===== src/rtl/pmc_pkg.sv =====
// Shared types for the power mode sequencer.
// Assumes: nothing beyond IEEE 1800-2017.
package pmc_pkg;
    localparam int CTL_W    = 4;
    localparam int B_PSAVE  = 0;
    localparam int B_IDLE   = 1;
    localparam int B_HALT   = 2;
    localparam int B_HFKEEP = 3;

    typedef enum logic [2:0] {
        ST_ACT = 3'd0,
        ST_PSV = 3'd1,
        ST_IDL = 3'd2,
        ST_HLT = 3'd3,
        ST_WRM = 3'd4
    } pmc_state_e;

    typedef struct packed {
        logic hfo_en;
        logic slow_sel;
        logic mod_en;
        logic twm_en;
    } clk_ctl_t;
endpackage


===== src/rtl/pmc_wake_latch.sv =====
// Collects masked wake lines and NMI into one sticky pending flag.
// Assumes: inputs synchronous to clk; a new event beats a same-cycle acknowledge.
module pmc_wake_latch #(
    parameter int N_WAKE = 8
) (
    input  logic              clk,
    input  logic              rst_n,
    input  logic [N_WAKE-1:0] wake_in,
    input  logic [N_WAKE-1:0] wake_mask,
    input  logic              nmi,
    input  logic              int_ack,
    output logic              pend_q
);
    logic [N_WAKE-1:0] gated;
    logic              event_now;

    // Per-line enable gating.
    for (genvar g = 0; g < N_WAKE; g++) begin : g_gate
        assign gated[g] = wake_in[g] & wake_mask[g];
    end

    // Any enabled line or NMI counts as an event.
    assign event_now = (|gated) | nmi;

    // Sticky latch: set on event, cleared by acknowledge.
    always_ff @(posedge clk) begin
        if (!rst_n)         pend_q <= 1'b0;
        else if (event_now) pend_q <= 1'b1;
        else if (int_ack)   pend_q <= 1'b0;
    end

    p_latch_set_r7: assert property (@(posedge clk) disable iff (!rst_n)
        (nmi || |(wake_in & wake_mask)) |=> pend_q);
    p_latch_hold_r7: assert property (@(posedge clk) disable iff (!rst_n)
        (pend_q && !int_ack) |=> pend_q);
endmodule


===== src/rtl/pmc_ctl_reg.sv =====
// Software control register with hardware self-clear of the request bits.
// Assumes: a write and a self-clear on the same edge resolve to the write.
module pmc_ctl_reg
    import pmc_pkg::*;
(
    input  logic             clk,
    input  logic             rst_n,
    input  logic             wr_en,
    input  logic [CTL_W-1:0] wr_data,
    input  logic             clr_req,
    output logic [CTL_W-1:0] ctl_q
);
    // Register update: write first, then self-clear of request bits.
    always_ff @(posedge clk) begin
        if (!rst_n)       ctl_q <= '0;
        else if (wr_en)   ctl_q <= wr_data;
        else if (clr_req) ctl_q <= ctl_q & (CTL_W'(1) << B_HFKEEP);
    end

    p_self_clear_r10: assert property (@(posedge clk) disable iff (!rst_n)
        (clr_req && !wr_en) |=> (ctl_q[B_HALT:B_PSAVE] == 3'b000));
endmodule


===== src/rtl/pmc_mode_fsm.sv =====
// Mode sequencer: register/wait driven entry, wake driven exit, warm-up after Halt.
// Assumes: hfo_ready is meaningful only while in the warm-up state.
module pmc_mode_fsm
    import pmc_pkg::*;
(
    input  logic             clk,
    input  logic             rst_n,
    input  logic [CTL_W-1:0] ctl_q,
    input  logic             cpu_wait,
    input  logic             pend,
    input  logic             hfo_ready,
    output pmc_state_e       st_q,
    output logic             clr_req
);
    pmc_state_e st_d;
    logic       go_halt, go_idle;

    // Deep-mode requests; halt wins over idle.
    assign go_halt = cpu_wait & ctl_q[B_HALT];
    assign go_idle = cpu_wait & ctl_q[B_IDLE] & ~ctl_q[B_HALT];

    // Next-state selection.
    always_comb begin
        st_d = st_q;
        unique case (st_q)
            ST_ACT: begin
                if (go_halt)              st_d = ST_HLT;
                else if (go_idle)         st_d = ST_IDL;
                else if (ctl_q[B_PSAVE])  st_d = ST_PSV;
            end
            ST_PSV: begin
                if (pend)                 st_d = ST_ACT;
                else if (go_halt)         st_d = ST_HLT;
                else if (go_idle)         st_d = ST_IDL;
                else if (!ctl_q[B_PSAVE]) st_d = ST_ACT;
            end
            ST_IDL: if (pend)      st_d = ST_ACT;
            ST_HLT: if (pend)      st_d = ST_WRM;
            ST_WRM: if (hfo_ready) st_d = ST_ACT;
            default:               st_d = ST_ACT;
        endcase
    end

    // Request bits clear on every return to Active.
    assign clr_req = (st_d == ST_ACT) && (st_q != ST_ACT);

    // State register.
    always_ff @(posedge clk) begin
        if (!rst_n) st_q <= ST_ACT;
        else        st_q <= st_d;
    end

    p_no_deep_without_wait_r4: assert property (@(posedge clk) disable iff (!rst_n)
        ((st_q == ST_ACT || st_q == ST_PSV) && !cpu_wait) |=> (st_q != ST_IDL && st_q != ST_HLT));
    p_halt_first_r6: assert property (@(posedge clk) disable iff (!rst_n)
        (st_q == ST_ACT && cpu_wait && ctl_q[B_HALT]) |=> (st_q == ST_HLT));
    p_idle_wake_r8: assert property (@(posedge clk) disable iff (!rst_n)
        (st_q == ST_IDL && pend) |=> (st_q == ST_ACT));
    p_warm_hold_r9: assert property (@(posedge clk) disable iff (!rst_n)
        (st_q == ST_WRM && !hfo_ready) |=> (st_q == ST_WRM));
endmodule


===== src/rtl/pmc_clk_dec.sv =====
// Maps the sequencer state to oscillator/clock enables and the visible mode code.
// Assumes: the warm-up state is reported as Halt.
module pmc_clk_dec
    import pmc_pkg::*;
(
    input  pmc_state_e st,
    input  logic       hf_keep,
    output clk_ctl_t   cc,
    output logic [1:0] mode
);
    // Per-state enable table.
    always_comb begin
        unique case (st)
            ST_ACT:  cc = '{hfo_en: 1'b1,    slow_sel: 1'b0, mod_en: 1'b1, twm_en: 1'b1};
            ST_PSV:  cc = '{hfo_en: hf_keep, slow_sel: 1'b1, mod_en: 1'b1, twm_en: 1'b1};
            ST_IDL:  cc = '{hfo_en: hf_keep, slow_sel: 1'b1, mod_en: 1'b0, twm_en: 1'b1};
            ST_WRM:  cc = '{hfo_en: 1'b1,    slow_sel: 1'b1, mod_en: 1'b0, twm_en: 1'b0};
            default: cc = '{hfo_en: 1'b0,    slow_sel: 1'b1, mod_en: 1'b0, twm_en: 1'b0};
        endcase
    end

    // Visible mode code; warm-up reads as Halt.
    always_comb begin
        unique case (st)
            ST_ACT:  mode = 2'b00;
            ST_PSV:  mode = 2'b01;
            ST_IDL:  mode = 2'b10;
            default: mode = 2'b11;
        endcase
    end
endmodule


===== src/rtl/pwr_mode_seq.sv =====
// Top of the power mode sequencer: control register, wake latch, FSM, clock decode.
// Assumes: all inputs synchronous to the always-running slow clock clk.
module pwr_mode_seq
    import pmc_pkg::*;
#(
    parameter int N_WAKE = 8
) (
    input  logic              clk,
    input  logic              rst_n,
    input  logic              ctl_wr_en,
    input  logic [3:0]        ctl_wr_data,
    output logic [3:0]        ctl_rd_data,
    input  logic              cpu_wait,
    input  logic [N_WAKE-1:0] wake_in,
    input  logic [N_WAKE-1:0] wake_mask,
    input  logic              nmi,
    input  logic              int_ack,
    input  logic              hfo_ready,
    output logic              hfo_en,
    output logic              sys_clk_slow,
    output logic              mod_clk_en,
    output logic              twm_clk_en,
    output logic [1:0]        cur_mode,
    output logic              wake_pending
);
    logic [CTL_W-1:0] ctl_q;
    logic             clr_req;
    pmc_state_e       st_q;
    clk_ctl_t         cc;

    pmc_ctl_reg u_ctl (
        .clk(clk), .rst_n(rst_n), .wr_en(ctl_wr_en), .wr_data(ctl_wr_data),
        .clr_req(clr_req), .ctl_q(ctl_q)
    );

    pmc_wake_latch #(.N_WAKE(N_WAKE)) u_wake (
        .clk(clk), .rst_n(rst_n), .wake_in(wake_in), .wake_mask(wake_mask),
        .nmi(nmi), .int_ack(int_ack), .pend_q(wake_pending)
    );

    pmc_mode_fsm u_fsm (
        .clk(clk), .rst_n(rst_n), .ctl_q(ctl_q), .cpu_wait(cpu_wait),
        .pend(wake_pending), .hfo_ready(hfo_ready), .st_q(st_q), .clr_req(clr_req)
    );

    pmc_clk_dec u_dec (
        .st(st_q), .hf_keep(ctl_q[B_HFKEEP]), .cc(cc), .mode(cur_mode)
    );

    assign ctl_rd_data  = ctl_q;
    assign hfo_en       = cc.hfo_en;
    assign sys_clk_slow = cc.slow_sel;
    assign mod_clk_en   = cc.mod_en;
    assign twm_clk_en   = cc.twm_en;

    p_main_clk_active_r2: assert property (@(posedge clk) disable iff (!rst_n)
        !sys_clk_slow |-> (cur_mode == 2'b00 && hfo_en && mod_clk_en && twm_clk_en));
    p_halt_dark_r5: assert property (@(posedge clk) disable iff (!rst_n)
        (cur_mode == 2'b11) |-> (!mod_clk_en && !twm_clk_en));
endmodule


===== config.mk =====
export PLATFORM = sky130hd
export DESIGN_NAME = pwr_mode_seq
export DESIGN_NICKNAME = d
export VERILOG_FILES = /design/src/rtl/pmc_pkg.sv /design/src/rtl/pmc_wake_latch.sv /design/src/rtl/pmc_ctl_reg.sv /design/src/rtl/pmc_mode_fsm.sv /design/src/rtl/pmc_clk_dec.sv /design/src/rtl/pwr_mode_seq.sv
export SDC_FILE = /design/constraint.sdc
export NUM_CORES = 1
export LEC_CHECK = 0
export ABC_AREA = 1
export BUFFER_PORTS_ARGS = -buffer_cell sky130_fd_sc_hd__buf_2
export CAP_MARGIN = 20
export CORE_MARGIN = 5
export CORE_UTILIZATION = 34
export CTS_CLUSTER_SIZE = 40
export DETAILED_ROUTE_END_ITERATION = 12
export PLACE_DENSITY = 0.78
export RECOVER_POWER = 100
export SLEW_MARGIN = 20
export SYNTH_ARGS = -nofsm -noshare
export SYNTH_HDL_FRONTEND = slang
export SYNTH_SLANG_ARGS = --single-unit
export TNS_END_PERCENT = 100

===== constraint.sdc =====
create_clock -name clk -period 1.2 [get_ports clk]
set_input_delay 0.18 -clock clk [delete_from_list [all_inputs] [get_ports clk]]
set_output_delay 0.18 -clock clk [all_outputs]
set_load 0.05 [all_outputs]

==> flow_metrics.py, run 1 <==
metrics = {
    "setup_path": {
        "cpPeakStageDelay_ns": 0.35,
        "reg2reg_slack_ns": -0.11,
        "cp-start-kind": "register",
        "crit_chain": "buf_4 -> nor2_4 -> nand2_4 -> buf_8",
        "cp.arrival_ns": 1.18,
        "worst_path_max_delay_cell": "dfxtp_4",
        "crit_type": "register to primary output",
        "reg2reg_from": "u_fsm.st_q[1]$_SDFF_PN0_",
        "required_ns": 1.02,
        "cp_max_fo": 4,
        "cp-end-kind": "primary output",
        "reg2reg_to": "u_ctl.ctl_q[0]$_SDFFE_PN0P_",
        "rr_worst_depth": 8,
    },
    "logic_synthesis": {
        "ys_seq_area_frac": 0.321,
        "avgSynthCellArea_um2": 6.66,
        "synth_seq_cells": 8,
        "synth.net_count": 102,
        "netlist_instances": 75,
        "yosys_warnings": 0,
        "syn-cell-area_um2": 499,
        "synthDistinctLibCells": 19,
    },
    "route": {
        "wl_per_cell_um": 11.7,
        "drt-pass1-iter-count": 4,
        "routed_wl_um": 1590,
        "drc": 0,
        "drt_iter0_drc": 7,
        "vias": 647,
        "final_antenna_net_count": 0,
        "viasPerCell": 4.76,
    },
    "finish": {
        "fillers": 135,
        "syn_to_final_growth_pct": 64.9,
        "n_antenna_cell": 0,
        "finalInstanceArea_um2": 823,
        "multi_input_area_um2": 287,
        "regArea_um2": 169,
        "drive_gt1_frac": 0.545,
        "nets": 150,
    },
    "hold_path": {
        "min_path_type": "input pin to register",
        "hp-start": "ctl_wr_data[3]",
        "holdPathStages": 3,
        "whs_endpoint": "u_ctl.ctl_q[3]$_SDFFE_PN0P_",
    },
    "power": {
        "comb_power_share": 0.403,
        "total_power_uw": 843,
        "sw_frac_of_total": 0.370,
        "p_switching_uw": 312,
        "sequentialPowerShare": 0.354,
        "p_int_uw": 531,
        "p_leak_uw": 0.000440,
        "ir_drop_uv": 783,
        "p_clk_frac": 0.243,
        "p_per_area_nw_per_um2": 1020,
    },
    "outcome": {
        "failed_checks": "negative setup slack",
        "status": "finished, violations left",
    },
    "sta": {
        "fin_skew_ns": 0.00346,
        "period_minus_slack_ns": 1.36,
        "rsz0062_at_grt": "true",
        "setup_viol": 8,
        "final_max_slew_viol_count": 0,
        "fin_crit_sh": 1.14,
        "hold_viol": 0,
        "tns_ns": -0.900,
        "fmax_mhz": 734,
        "maxSlewHeadroom": 0.808,
        "worstMarginPinSlew_ns": 0.289,
        "finalWorstSetupSlack_ns": -0.162,
    },
    "place": {
        "io_buffers": 37,
        "placed_cell_area_um2": 713,
        "gp_congestion": 0.788,
        "dp_hpwl_um": 1170,
    },
    "die": {
        "core_um2": 1350,
        "die_h_um": 48.3,
        "row_count": 13,
        "die_x_um": 48.3,
        "dieArea_um2": 2330,
        "initial_core_util": 0.370,
        "ios": 38,
    },
    "clock_network": {
        "cts_root_buffer": "clkbuf_4",
        "cts.reportedPaths.clkPinSlew_ns": 0.05,
        "tritoncts": "built",
        "htree_levels": 1,
        "max-clock-path-buffers": 2,
        "clock_latency_ns": 0.25,
        "cts_buffers": 3,
        "cts_sinks": 8,
        "ctsHoldBuffers": 0,
    },
    "global_route": {
        "track_usage": 0.141,
        "globalRouteOverflowTotal": 0,
        "grt_pass1_wl_um": 2750,
        "antenna_found_initial": 0,
        "grt_pass1_vias": 670,
        "grt_start_max_net_pins": 6,
    },
    "flow_run": {
        "drv_cap": 0,
    },
}
==> per-layer routing <==
metal	up-vias	routed length, um	GRT usage
li1	339	-	-
met1	289	626	0.149
met2	15	854	0.250
met3	4	80	0.0367
met4	0	30	0.0737
met5	-	0	0
==> cells in the final DEF, fill, tap and decap left out, drive strengths merged <==
cell / instances
dfxtp: 8
a21oi: 5
a221oi: 2
clkbuf: 8
nand2: 18
nand3: 6
o31ai: 1
o21bai: 1
buf: 39
nor2: 9
nand4: 2
inv: 14
o21ai: 8
==> synth_stat cells <==
| library cell | n | share of area |
|---|---|---|
| nand2_1 | 16 | 0.12 |
| inv_1 | 9 | 0.068 |
| dfxtp_1 | 8 | 0.32 |
| inv_2 | 5 | 0.038 |
| nand3_1 | 5 | 0.050 |
| nor2_1 | 5 | 0.038 |
| a21oi_1 | 4 | 0.040 |
| o21ai_0 | 4 | 0.040 |
| o21ai_1 | 4 | 0.040 |
| nor2_2 | 3 | 0.038 |
| a221oi_1 | 2 | 0.035 |
| nand2_2 | 2 | 0.025 |
| nand4_1 | 2 | 0.025 |
| a21oi_2 | 1 | 0.018 |
| buf_4 | 1 | 0.015 |
| nand3_2 | 1 | 0.020 |
| nor2_4 | 1 | 0.023 |
| o21bai_2 | 1 | 0.023 |
| o31ai_2 | 1 | 0.025 |
==> metrics by stage <==
step | worst slack, ns | cells | utilization | hold slack [ns]
3_3_place_gp | 0.0230 | 127 | 0.528 | 0.407
5_1_grt | -0.207 | 136 | 0.610 | 0.181
6_report | -0.162 | 136 | 0.610 | 0.148
3_5_place_dp | -0.0227 | 127 | 0.528 | 0.409
2_1_floorplan | -0.269 | 75 | - | 0.278
4_1_cts | -0.0999 | 134 | 0.600 | 0.148
==> sequential cells by signal (all words and copies together), names as in the netlist <==
register	flops
u_ctl.ctl_q	4
u_fsm.st_q	3
u_wake.pend_q	1
==> how the worst max path moves through the flow <==
stage / start / to / slack, ns / depth (start not counted)
2_1_floorplan: u_fsm.st_q[0]$_SDFF_PN0_ / hfo_en / -0.27 / 5
3_3_place_gp: u_fsm.st_q[2]$_SDFF_PN0_ / u_ctl.ctl_q[2]$_SDFFE_PN0P_ / 0.02 / 8
3_5_place_dp: u_fsm.st_q[2]$_SDFF_PN0_ / u_ctl.ctl_q[2]$_SDFFE_PN0P_ / -0.02 / 8
4_1_cts: u_fsm.st_q[0]$_SDFF_PN0_ / hfo_en / -0.1 / 6
5_1_grt: u_fsm.st_q[1]$_SDFF_PN0_ / hfo_en / -0.21 / 6
6_report: u_fsm.st_q[1]$_SDFF_PN0_ / sys_clk_slow / -0.16 / 4
==> cell families (layout without fill, tap and decap cells) <==
logic type             count (synthesis)  after routing  share of synthesized area
and+or+nand+nor                       35             35                      0.338
buffers and inverters                 15             61                      0.120
AOI/OAI and AO/OA                     17             17                      0.221
DFF                                    8              8                      0.321
==> worst max-delay path: cells and delay by family, from the launching register on <==
family	cells	cell delay, ns
AND/OR/NAND/NOR	2	0.28
flip-flops	1	0.35
buffers and inverters	2	0.29
==> final cells by class <==
class,instances,area share
inverters,14,0.0699
well taps,15,0.0228
clock buffers,3,0.0274
multi-input cells,52,0.348
flip-flops and latches,8,0.205
repair buffers,44,0.327
==> power by group through the flow <==
stage / clock network, uW / registers (uW) / logic (uW)
floorplan: 0 / 330 / 172
global placement: 0 / 305 / 281
detailed placement: 0 / 306 / 285
CTS: 211 / 299 / 332
global route: 215 / 302 / 367
finish: 205 / 299 / 340
==> timing repair <==
action | CTS | global route
pin swaps | 3 | 2
buffers inserted | 4 | 2
endpoints found under the setup margin | 9 | 9
resized for setup | 16 | 2
Note: power is estimated with default switching activity, not from simulation.
==> inputs of run 2 (changes only) <==
--- a/config.mk
+++ b/config.mk
@@ -5,7 +5,7 @@
 export SDC_FILE = /design/constraint.sdc
 export NUM_CORES = 1
 export LEC_CHECK = 0
-export ABC_AREA = 1
+export ABC_AREA = 0
 export BUFFER_PORTS_ARGS = -buffer_cell sky130_fd_sc_hd__buf_2
 export CAP_MARGIN = 20
 export CORE_MARGIN = 5
==> run 2 against run 1 <==
Against the previous run: the run still ends with negative setup slack left; setup slack worse by 0.034 ns; non-clock buffer count is 4 higher; global-route usage is 2.0 points higher; combinational power is 9.1% higher; core utilization is 10 points higher.
==> flow_metrics.py, run 2 <==
metrics = {
    "setup_path": {
        "cp-end-kind": "primary output",
        "cp-start-kind": "register",
        "cp_common_cell": "buf_6",
        "cp_max_fo": 3,
        "crit_type": "register to primary output",
        "cp.arrival_ns": 1.22,
        "cpPeakStageDelay_ns": 0.35,
        "worst_path_max_delay_cell": "or3_1",
        "crit_chain": "buf_6 -> or3_1 -> buf_6",
        "required_ns": 1.02,
    },
    "global_route": {
        "globalRouteOverflowTotal": 0,
        "antenna_found_initial": 0,
        "grt_pass1_vias": 697,
        "grt_start_max_net_pins": 9,
        "track_usage": 0.161,
        "grt_pass1_wl_um": 2700,
    },
    "power": {
        "ir_drop_uv": 489,
        "p_per_area_nw_per_um2": 925,
        "total_power_uw": 877,
        "p_leak_uw": 0.000460,
    },
    "logic_synthesis": {
        "yosys_warnings": 0,
        "synth.most_common_cell": "nand3_1",
        "async_flop_share": 0,
        "ys_top_cells_by_count": "9 x nand3_1, 8 x dfxtp_1, 6 x nor2_1, 4 x a21oi_1, 4 x inv_1",
        "synth.net_count": 91,
        "synth_seq_cells": 8,
        "synth.area.top_cells": "dfxtp_1 32%, nand3_1 9.1%, a221oi_1 5.3%",
        "ys_seq_area_frac": 0.322,
        "synthDistinctLibCells": 26,
        "avgSynthCellArea_um2": 7.76,
        "synth_edf_count": 0,
        "syn-cell-area_um2": 497,
        "netlist_instances": 64,
        "yosysTopAreaCell": "dfxtp_1",
        "yosys.area.top_type_share": 0.322,
        "synth_ff_type": "dfxtp_1",
    },
    "outcome": {
        "failed_checks": "negative setup slack",
        "status": "finished, violations left",
    },
    "sta": {
        "final_max_slew_viol_count": 0,
        "fin_crit_sh": 1.16,
        "rsz0062_at_grt": "true",
        "worstMarginPinSlew_ns": 0.352,
        "tns_ns": -1.02,
        "hold_viol": 0,
        "fmax_mhz": 716,
        "setup_viol": 11,
        "finalWorstSetupSlack_ns": -0.197,
        "fin_skew_ns": 0.00911,
        "period_minus_slack_ns": 1.40,
        "maxSlewHeadroom": 0.765,
    },
    "finish": {
        "mostFrequentLayoutCell": "buf_2",
        "largest_register_ffs": 4,
        "nets": 141,
        "syn_to_final_growth_pct": 90.9,
        "fin_util": 0.711,
        "top_register": "u_ctl.ctl_q",
        "drive_gt1_frac": 0.634,
        "n_antenna_cell": 0,
        "final_cell_mix": "27 x buf_2, 10 x buf_6, 9 x nand3_1, 5 x nor2_1, 5 x clkbuf_2",
        "stdcell_count": 127,
        "top_regs": "u_ctl.ctl_q: 4 flops, u_fsm.st_q: 3 flops, u_wake.pend_q: 1 flops",
    },
    "clock_network": {
        "clock_latency_ns": 0.26,
        "tritoncts": "built",
        "cts.reportedPaths.clkPinSlew_ns": 0.06,
        "max-clock-path-buffers": 2,
        "ctsHoldBuffers": 0,
        "cts_buffers": 3,
        "cts_root_buffer": "clkbuf_4",
        "cts_sinks": 8,
        "htree_levels": 1,
    },
    "die": {
        "core_um2": 1330,
        "die_h_um": 48.2,
        "die_x_um": 48.2,
        "row_count": 13,
        "ios": 38,
        "dieArea_um2": 2330,
        "initial_core_util": 0.372,
    },
    "place": {
        "placed_cells": 119,
        "io_buffers": 37,
        "gp_congestion": 0.817,
        "dp_hpwl_um": 1230,
        "pre_cts_slack_ns": -0.0300,
    },
    "route": {
        "final_antenna_net_count": 0,
        "drc": 0,
        "drt-pass1-iter-count": 4,
        "viasPerCell": 5.41,
        "vias": 687,
        "drt_iter0_drc": 9,
        "routed_wl_um": 1690,
        "wl_per_cell_um": 13.3,
    },
    "flow_run": {
        "drv_cap": 0,
    },
    "hold_path": {
        "min_path_type": "input pin to register",
    },
}
-- run 2: worst paths after layout --
check                              startpoint                     endpoint  slack (ns)  cells past startpoint
setup / recovery     u_fsm.st_q[0]$_SDFF_PN0_                 sys_clk_slow       -0.20                      3
hold / removal                 ctl_wr_data[1]  u_ctl.ctl_q[1]$_SDFFE_PN0P_        0.15                      3
setup reg to reg     u_fsm.st_q[0]$_SDFF_PN0_  u_ctl.ctl_q[2]$_SDFFE_PN0P_       -0.10                      5
hold reg to reg   u_ctl.ctl_q[3]$_SDFFE_PN0P_  u_ctl.ctl_q[3]$_SDFFE_PN0P_        0.55                      2
-- run 2: what timing repair did --
item / in CTS / in global routing
endpoints found under the setup margin: 10 / 12
pin swaps: 9 / 6
resized for setup: 25 / 13
hold endpoints to repair: 0 / 0
setup buffers: 4 / 1
-- run 2: layout make-up --
type,count,area [um2]
clock buffers,3,22.5
fillers,101,385
inverters,4,15.0
multi-input cells,49,369
flip-flops and latches,8,175
well taps,15,18.8
repair buffers,48,348
-- run 2: kinds of logic (layout without fill, tap and decap cells) --
family,Yosys count,count (layout),synth area share
AO/OA/AOI/OAI,18,18,0.252
multiplexers,2,2,0.0428
AND/OR/NAND/NOR,29,29,0.315
buffers and inverters,7,55,0.0680
flip-flops,8,8,0.322
-- run 2: per-layer routing --
| metal | global-route usage | vias up | routed length [um] |
|---|---|---|---|
| li1 | - | 335 | - |
| met1 | 0.177 | 309 | 599 |
| met2 | 0.302 | 38 | 884 |
| met3 | 0.0295 | 5 | 173 |
| met4 | 0.0591 | 0 | 31 |
| met5 | 0 | - | 0 |
-- run 2: per-stage QoR --
step | hold WS (ns) | cell area [um2]
3_5_place_dp | 0.425 | 767
5_1_grt | 0.186 | 948
2_1_floorplan | 0.327 | 537
6_report | 0.154 | 948
3_3_place_gp | 0.417 | 767
4_1_cts | 0.160 | 896
-- run 2: worst max-delay path, delay by kind of cell, from the launching register on --
kind / cells / cell delay (ns)
flops: 1 / 0.34
simple gates: 1 / 0.35
buf+inv: 2 / 0.27
-- run 2: where the power goes --
group          internal, uW  switching, uW  leakage (uW)
registers               280           17.3     0.0000692
clock network           115           94.7     0.0000138
logic                   166            205      0.000377
total                   560            317      0.000460
